### src/rtl/ga_mac_pkg.sv
package ga_mac_pkg;
  parameter int DATA_W = 32;
  parameter int BLADE_W = 8;
  parameter int MUL_STAGES = 5;
  parameter int ADD_STAGES = 6;

  typedef struct packed {
    logic frontAdv;   // advance input register and multiplier pipeline
    logic adderLoad;  // load a valid product into the adder head
  } ctrlStrobes_t;
endpackage

### src/rtl/ga_blade_sign.sv
module ga_blade_sign #(
  parameter int BLADE_W = 8
) (
  input  logic [BLADE_W-1:0] bladeA,
  input  logic [BLADE_W-1:0] bladeB,
  input  logic [BLADE_W-1:0] sigMask,
  output logic [BLADE_W-1:0] bladeOut,
  output logic               negOut
);
  logic swapPar;
  logic metricPar;

  assign bladeOut = bladeA ^ bladeB;

  // Reordering parity: each set bit of B passes every higher set bit of A
  always_comb begin
    swapPar = 1'b0;
    for (int j = 0; j < BLADE_W; j++) begin
      if (bladeB[j]) begin
        for (int i = j + 1; i < BLADE_W; i++) begin
          swapPar = swapPar ^ bladeA[i];
        end
      end
    end
  end

  // Shared vectors with negative square each contribute one sign flip
  assign metricPar = ^(bladeA & bladeB & sigMask);
  assign negOut = swapPar ^ metricPar;
endmodule

### src/rtl/ga_mac_control.sv
module ga_mac_control
  import ga_mac_pkg::*;
#(
  parameter int BLADE_W = 8,
  parameter int ADD_STAGES = 6
) (
  input  logic                                 frontBusy,
  input  logic                                 mulTailValid,
  input  logic [BLADE_W-1:0]                   mulTailBlade,
  input  logic [ADD_STAGES-1:0]                addValid,
  input  logic [ADD_STAGES-1:0][BLADE_W-1:0]   addBlade,
  output ctrlStrobes_t                         ctrl,
  output logic                                 stall,
  output logic                                 pipeIdle
);
  logic [ADD_STAGES-1:0] stageHit;

  for (genvar k = 0; k < ADD_STAGES; k++) begin : g_match
    assign stageHit[k] = addValid[k] && (addBlade[k] == mulTailBlade);
  end

  assign stall = mulTailValid && (|stageHit);
  assign ctrl.frontAdv = !stall;
  assign ctrl.adderLoad = mulTailValid && !stall;
  assign pipeIdle = !frontBusy && !(|addValid);
endmodule

### src/rtl/ga_mac_datapath.sv
module ga_mac_datapath
  import ga_mac_pkg::*;
#(
  parameter int DATA_W = 32,
  parameter int BLADE_W = 8,
  parameter int MUL_STAGES = 5,
  parameter int ADD_STAGES = 6
) (
  input  logic                                clk,
  input  logic                                rstN,
  input  ctrlStrobes_t                        ctrl,
  input  logic                                inValid,
  input  logic [DATA_W-1:0]                   coefA,
  input  logic [DATA_W-1:0]                   coefB,
  input  logic [BLADE_W-1:0]                  inBlade,
  input  logic                                inNeg,
  input  logic [DATA_W-1:0]                   rfRdData,
  output logic                                frontBusy,
  output logic                                mulTailValid,
  output logic [BLADE_W-1:0]                  mulTailBlade,
  output logic [ADD_STAGES-1:0]               addValid,
  output logic [ADD_STAGES-1:0][BLADE_W-1:0]  addBlade,
  output logic [DATA_W-1:0]                   wrData
);
  localparam int PROD_W = 2 * DATA_W;
  localparam int MT = MUL_STAGES - 1;
  localparam int AT = ADD_STAGES - 1;

  logic                                s0Valid;
  logic                                s0Neg;
  logic [BLADE_W-1:0]                  s0Blade;
  logic [DATA_W-1:0]                   s0A;
  logic [DATA_W-1:0]                   s0B;
  logic [MUL_STAGES-1:0]               mulValid;
  logic [MUL_STAGES-1:0][BLADE_W-1:0]  mulBlade;
  logic [MUL_STAGES-1:0][DATA_W-1:0]   mulProd;
  logic [ADD_STAGES-1:0][DATA_W-1:0]   addSum;
  logic signed [PROD_W-1:0]            fullProd;
  logic [DATA_W-1:0]                   rawProd;
  logic [DATA_W-1:0]                   signedProd;

  assign fullProd = $signed(s0A) * $signed(s0B);
  assign rawProd = fullProd[DATA_W-1:0];
  assign signedProd = s0Neg ? (~rawProd + 1'b1) : rawProd;

  // Front end: input register plus multiplier pipeline, frozen by stall
  always_ff @(posedge clk or negedge rstN) begin
    if (!rstN) begin
      s0Valid <= 1'b0;
      s0Neg <= 1'b0;
      s0Blade <= '0;
      s0A <= '0;
      s0B <= '0;
      mulValid <= '0;
      mulBlade <= '0;
      mulProd <= '0;
    end else if (ctrl.frontAdv) begin
      s0Valid <= inValid;
      s0Neg <= inNeg;
      s0Blade <= inBlade;
      s0A <= coefA;
      s0B <= coefB;
      mulValid[0] <= s0Valid;
      mulBlade[0] <= s0Blade;
      mulProd[0] <= signedProd;
      for (int k = 1; k < MUL_STAGES; k++) begin
        mulValid[k] <= mulValid[k-1];
        mulBlade[k] <= mulBlade[k-1];
        mulProd[k] <= mulProd[k-1];
      end
    end
  end

  // Adder pipeline never freezes; bubbles enter as blade 0, invalid
  always_ff @(posedge clk or negedge rstN) begin
    if (!rstN) begin
      addValid <= '0;
      addBlade <= '0;
      addSum <= '0;
    end else begin
      addValid[0] <= ctrl.adderLoad;
      addBlade[0] <= ctrl.adderLoad ? mulBlade[MT] : '0;
      addSum[0] <= ctrl.adderLoad ? (mulProd[MT] + rfRdData) : '0;
      for (int k = 1; k < ADD_STAGES; k++) begin
        addValid[k] <= addValid[k-1];
        addBlade[k] <= addBlade[k-1];
        addSum[k] <= addSum[k-1];
      end
    end
  end

  assign frontBusy = s0Valid || (|mulValid);
  assign mulTailValid = mulValid[MT];
  assign mulTailBlade = mulBlade[MT];
  assign wrData = addSum[AT];
endmodule

### src/rtl/ga_blade_mac.sv
module ga_blade_mac
  import ga_mac_pkg::*;
#(
  parameter int DATA_W = ga_mac_pkg::DATA_W,
  parameter int BLADE_W = ga_mac_pkg::BLADE_W,
  parameter int MUL_STAGES = ga_mac_pkg::MUL_STAGES,
  parameter int ADD_STAGES = ga_mac_pkg::ADD_STAGES
) (
  input  logic               clk,
  input  logic               rstN,
  input  logic               inValid,
  input  logic [DATA_W-1:0]  coefA,
  input  logic [DATA_W-1:0]  coefB,
  input  logic [BLADE_W-1:0] bladeA,
  input  logic [BLADE_W-1:0] bladeB,
  input  logic [BLADE_W-1:0] sigMask,
  output logic               stallOut,
  output logic [BLADE_W-1:0] rfRdSel,
  input  logic [DATA_W-1:0]  rfRdData,
  output logic [BLADE_W-1:0] rfWrSel,
  output logic [DATA_W-1:0]  rfWrData,
  output logic               rfWrEn,
  output logic               pipeIdle
);
  localparam int AT = ADD_STAGES - 1;

  ctrlStrobes_t                       ctrl;
  logic [BLADE_W-1:0]                 inBlade;
  logic                               inNeg;
  logic                               frontBusy;
  logic                               mulTailValid;
  logic [BLADE_W-1:0]                 mulTailBlade;
  logic [ADD_STAGES-1:0]              addValid;
  logic [ADD_STAGES-1:0][BLADE_W-1:0] addBlade;

  ga_blade_sign #(.BLADE_W(BLADE_W)) u_sign (
    .bladeA(bladeA), .bladeB(bladeB), .sigMask(sigMask),
    .bladeOut(inBlade), .negOut(inNeg)
  );

  ga_mac_control #(.BLADE_W(BLADE_W), .ADD_STAGES(ADD_STAGES)) u_ctrl (
    .frontBusy(frontBusy), .mulTailValid(mulTailValid), .mulTailBlade(mulTailBlade),
    .addValid(addValid), .addBlade(addBlade),
    .ctrl(ctrl), .stall(stallOut), .pipeIdle(pipeIdle)
  );

  ga_mac_datapath #(
    .DATA_W(DATA_W), .BLADE_W(BLADE_W), .MUL_STAGES(MUL_STAGES), .ADD_STAGES(ADD_STAGES)
  ) u_dp (
    .clk(clk), .rstN(rstN), .ctrl(ctrl), .inValid(inValid),
    .coefA(coefA), .coefB(coefB), .inBlade(inBlade), .inNeg(inNeg),
    .rfRdData(rfRdData), .frontBusy(frontBusy),
    .mulTailValid(mulTailValid), .mulTailBlade(mulTailBlade),
    .addValid(addValid), .addBlade(addBlade), .wrData(rfWrData)
  );

  assign rfRdSel = mulTailBlade;
  assign rfWrSel = addBlade[AT];
  assign rfWrEn = addValid[AT];
endmodule

### config.mk
export PLATFORM = sky130hd
export DESIGN_NAME = ga_blade_mac
export DESIGN_NICKNAME = d
export VERILOG_FILES = /design/src/rtl/ga_mac_pkg.sv /design/src/rtl/ga_blade_sign.sv /design/src/rtl/ga_mac_control.sv /design/src/rtl/ga_mac_datapath.sv /design/src/rtl/ga_blade_mac.sv
export SDC_FILE = /design/constraint.sdc
export NUM_CORES = 2
export LEC_CHECK = 0
export CAP_MARGIN = 20
export CORE_UTILIZATION = 66
export CTS_CLUSTER_DIAMETER = 100
export DETAILED_ROUTE_END_ITERATION = 10
export DONT_BUFFER_PORTS = 1
export GPL_TIMING_DRIVEN = 0
export PLACE_DENSITY = 0.82
export SYNTH_ARGS = -nofsm -noshare
export SYNTH_HDL_FRONTEND = slang
export SYNTH_HIERARCHICAL = 1
export SYNTH_SLANG_ARGS = --single-unit
### constraint.sdc
create_clock -name clk -period 8.8 [get_ports clk]
set_input_delay 0.88 -clock clk [delete_from_list [all_inputs] [get_ports clk]]
set_output_delay 0.88 -clock clk [all_outputs]
set_load 0.005 [all_outputs]
==> impl_metrics.ini <==
[sta]
rsz0062_at_grt = no
clock.fmax_mhz = 117
setup_tns_ns = 0
whs_ns = 0.148
finalSetupViolations = 0
final-max-slew-violation-count = 0
min_period_over_period_pct = 97.0
tightest_slew_ns = 1.30
relSlewSlack_pct = 13.3
fin_skew_ns = 0.0240
finalHoldViolCount = 0
layout_min_cycle_time_ns = 8.54

[setup_path]
reg2reg_from = u_dp/s0A[7]
crit_required_ns = 9.29
path_class = reg -> reg
crit_path_max_fanout = 10
cp.arrival_ns = 9.03
crit_start = u_dp/s0A[7]
cp-end-kind = register
critPathLaunchType = register

[clock_network]
htreeDepth = 2
cts.sinks = 525
clk_latency_ns = 0.62
cts_buffer_depth = 3
root_buffer = clkbuf_16
cts_buffers = 51
clk_pin_slew_ns = 0.06
cts_tree = yes

[cells_and_area]
drive_gt1_share_pct = 15.4
nets = 4004
final_common_cell = dfrtp_1
areaGrowthSynthToFinish_pct = 7.88
fillers = 3735
finalInstanceArea_sq_um = 39700
fin_util_pct = 72.1
final_cell_mix = dfrtp_1 (514), inv_1 (440), fa_1 (409)

[global_route]
grt_pass1_vias = 26100
antenna_found_initial = 5
gr-total-overflow = 0
met3_usage_pct = 6.87
met2_usage_pct = 59.4
grt_pass1_wl_um = 150000
grt_max_degree = 526
busiest_layer = met2
use_met1_pct = 44.4
grtUsageTotal_pct = 35.3

[die]
fp-row-count = 86
io_pins = 174
die-area_sq_um = 56700
initial_core_util_pct = 66.8
design.core.area_sq_um = 55100
die_height_um = 238
die_w_um = 238

[placed_design]
placed_area_sq_um = 37700
gp_congestion = 0.945
dpl.hpwl_um = 71700
placement.io_buffers = 0

[drt]
ant_nets = 0
drt-pass1-iter-count = 8
wl_per_cell_um = 23.6
first_iter_violations = 1782
viasPerCell = 5.81
drc_errors = 0
vias = 23700
wl_um = 96000

[synthesis]
ys_ff_latch = 525
ys_seq_area_share_pct = 35.7
async_flop_share_pct = 100
ys_warn_count = 6
synth_edf_count = 0
synthFlopType = dfrtp_1
yosysUniqueCellTypes = 94
synth_cells = 3235
avgSynthCellArea_sq_um = 11.4
syn-num-nets = 3957
syn_area_sq_um = 36800

[min_path]
hold_class = in -> async

[run_status]
status = finished clean

[job]
maxCapViolations = 0
through the flow:
step	cells	worst slack [ns]
after detailed placement	3983	-0.813
final	4075	0.262
after global placement	3983	-0.636
after CTS	4072	0.0165
after global routing	4073	0.00358
after floorplan	3235	1.17
final cells by class:
cell class	count	area (sq um)	area share, %
Timing Repair Buffer	4	110	0.277
Multi-Input combinational cell	2082	21100	53.2
Antenna cell	2	5.00	0.0126
Clock inverter	32	360	0.907
Inverter	441	1660	4.17
Buffer	177	968	2.44
Clock buffer	64	1400	3.52
Sequential cell	525	13200	33.1
Tap cell	748	936	2.36
Yosys cell counts, types with 6 or more instances:
library cell | count | area (sq um)
dfrtp_1 | 525 | 13100
inv_1 | 440 | 1650
fa_1 | 409 | 8190
and2_1 | 349 | 2180
mux2_2 | 253 | 2850
nand2_1 | 244 | 916
ha_1 | 190 | 2380
clkbuf_1 | 130 | 488
xnor2_1 | 107 | 937
nor2_1 | 91 | 342
xor2_1 | 79 | 692
a21oi_1 | 63 | 315
o21ai_0 | 43 | 215
buf_4 | 42 | 315
a21o_1 | 23 | 173
nor3_1 | 20 | 100
nor4_1 | 14 | 87.6
a211oi_1 | 13 | 97.6
nand2b_1 | 11 | 68.8
nand3_1 | 10 | 50.1
o211ai_1 | 9 | 67.6
o31ai_1 | 9 | 67.6
buf_6 | 8 | 90.1
o21a_1 | 8 | 60.1
o21bai_1 | 8 | 60.1
a31oi_1 | 7 | 43.8
nor3b_1 | 7 | 52.6
or2_2 | 7 | 43.8
mux2i_1 | 6 | 60.1
nand4_1 | 6 | 37.5
or3_1 | 6 | 37.5
sequential cells by signal, indices dropped and copies added (netlist names):
signal / flops
u_dp/addSum: 160
u_dp/mulProd: 160
u_dp/addBlade: 48
u_dp/mulBlade: 32
u_dp/s0A: 32
u_dp/s0B: 32
u_dp/wrData: 32
u_dp/mulTailBlade: 8
u_dp/s0Blade: 8
u_dp/addValid: 6
u_dp/mulValid: 5
u_dp/s0Neg: 1
u_dp/s0Valid: 1
worst paths after layout:
check,endpoint,slack (ns),depth (start not counted)
worst max-delay path,u_dp/mulProd[31],0.26,26
worst min-delay path,u_dp/addBlade[41],0.15,1
worst max register to register,u_dp/mulProd[31],0.26,26
worst min register to register,u_dp/addSum[46],0.35,0
max in group asynchronous,u_dp/s0A[4],7.77,1
min in group clk,u_dp/addSum[46],0.35,0
worst max-delay path, cell delays in order (launching register included):
cell,delay [ns]
dfrtp_2,0.64
clkbuf_2,0.38
nand2_1,0.12
fa_1,0.37
inv_1,0.07
fa_1,0.45
fa_1,0.54
inv_1,0.06
fa_1,0.47
inv_1,0.05
fa_1,0.49
inv_1,0.06
fa_1,0.54
inv_1,0.06
fa_1,0.49
fa_1,0.42
ha_1,0.49
o211ai_1,0.16
o21ai_0,0.38
nand2_1,0.20
a21oi_2,0.32
o22ai_1,0.16
xor2_1,0.24
nand4_2,0.23
o41ai_4,0.56
xnor2_1,0.17
mux2_4,0.28
cells by family after synthesis:
family | synth area share [%]
compound gates | 4.61
xor+xnor | 4.55
fa+ha+maj | 28.7
buf+inv | 7.03
flops | 35.7
mux | 7.98
simple gates | 11.4
metal layers:
metal,vias to the layer above,share of wire (%)
met5,-,0.019
met4,2,5.2
met3,260,7.5
met2,934,49
met1,12200,39
li1,10300,-
what timing repair did:
action                     4_1_cts  5_1_grt
buffers inserted                 0        0
setup endpoints to repair        9       10
gates cloned                     0        0
pin swaps                        0        1
hold endpoints to repair       503      108
resized for setup               28       91
Power is not shown: default switching activity piles up to over one toggle a cycle in this logic, so the estimate is an artifact.
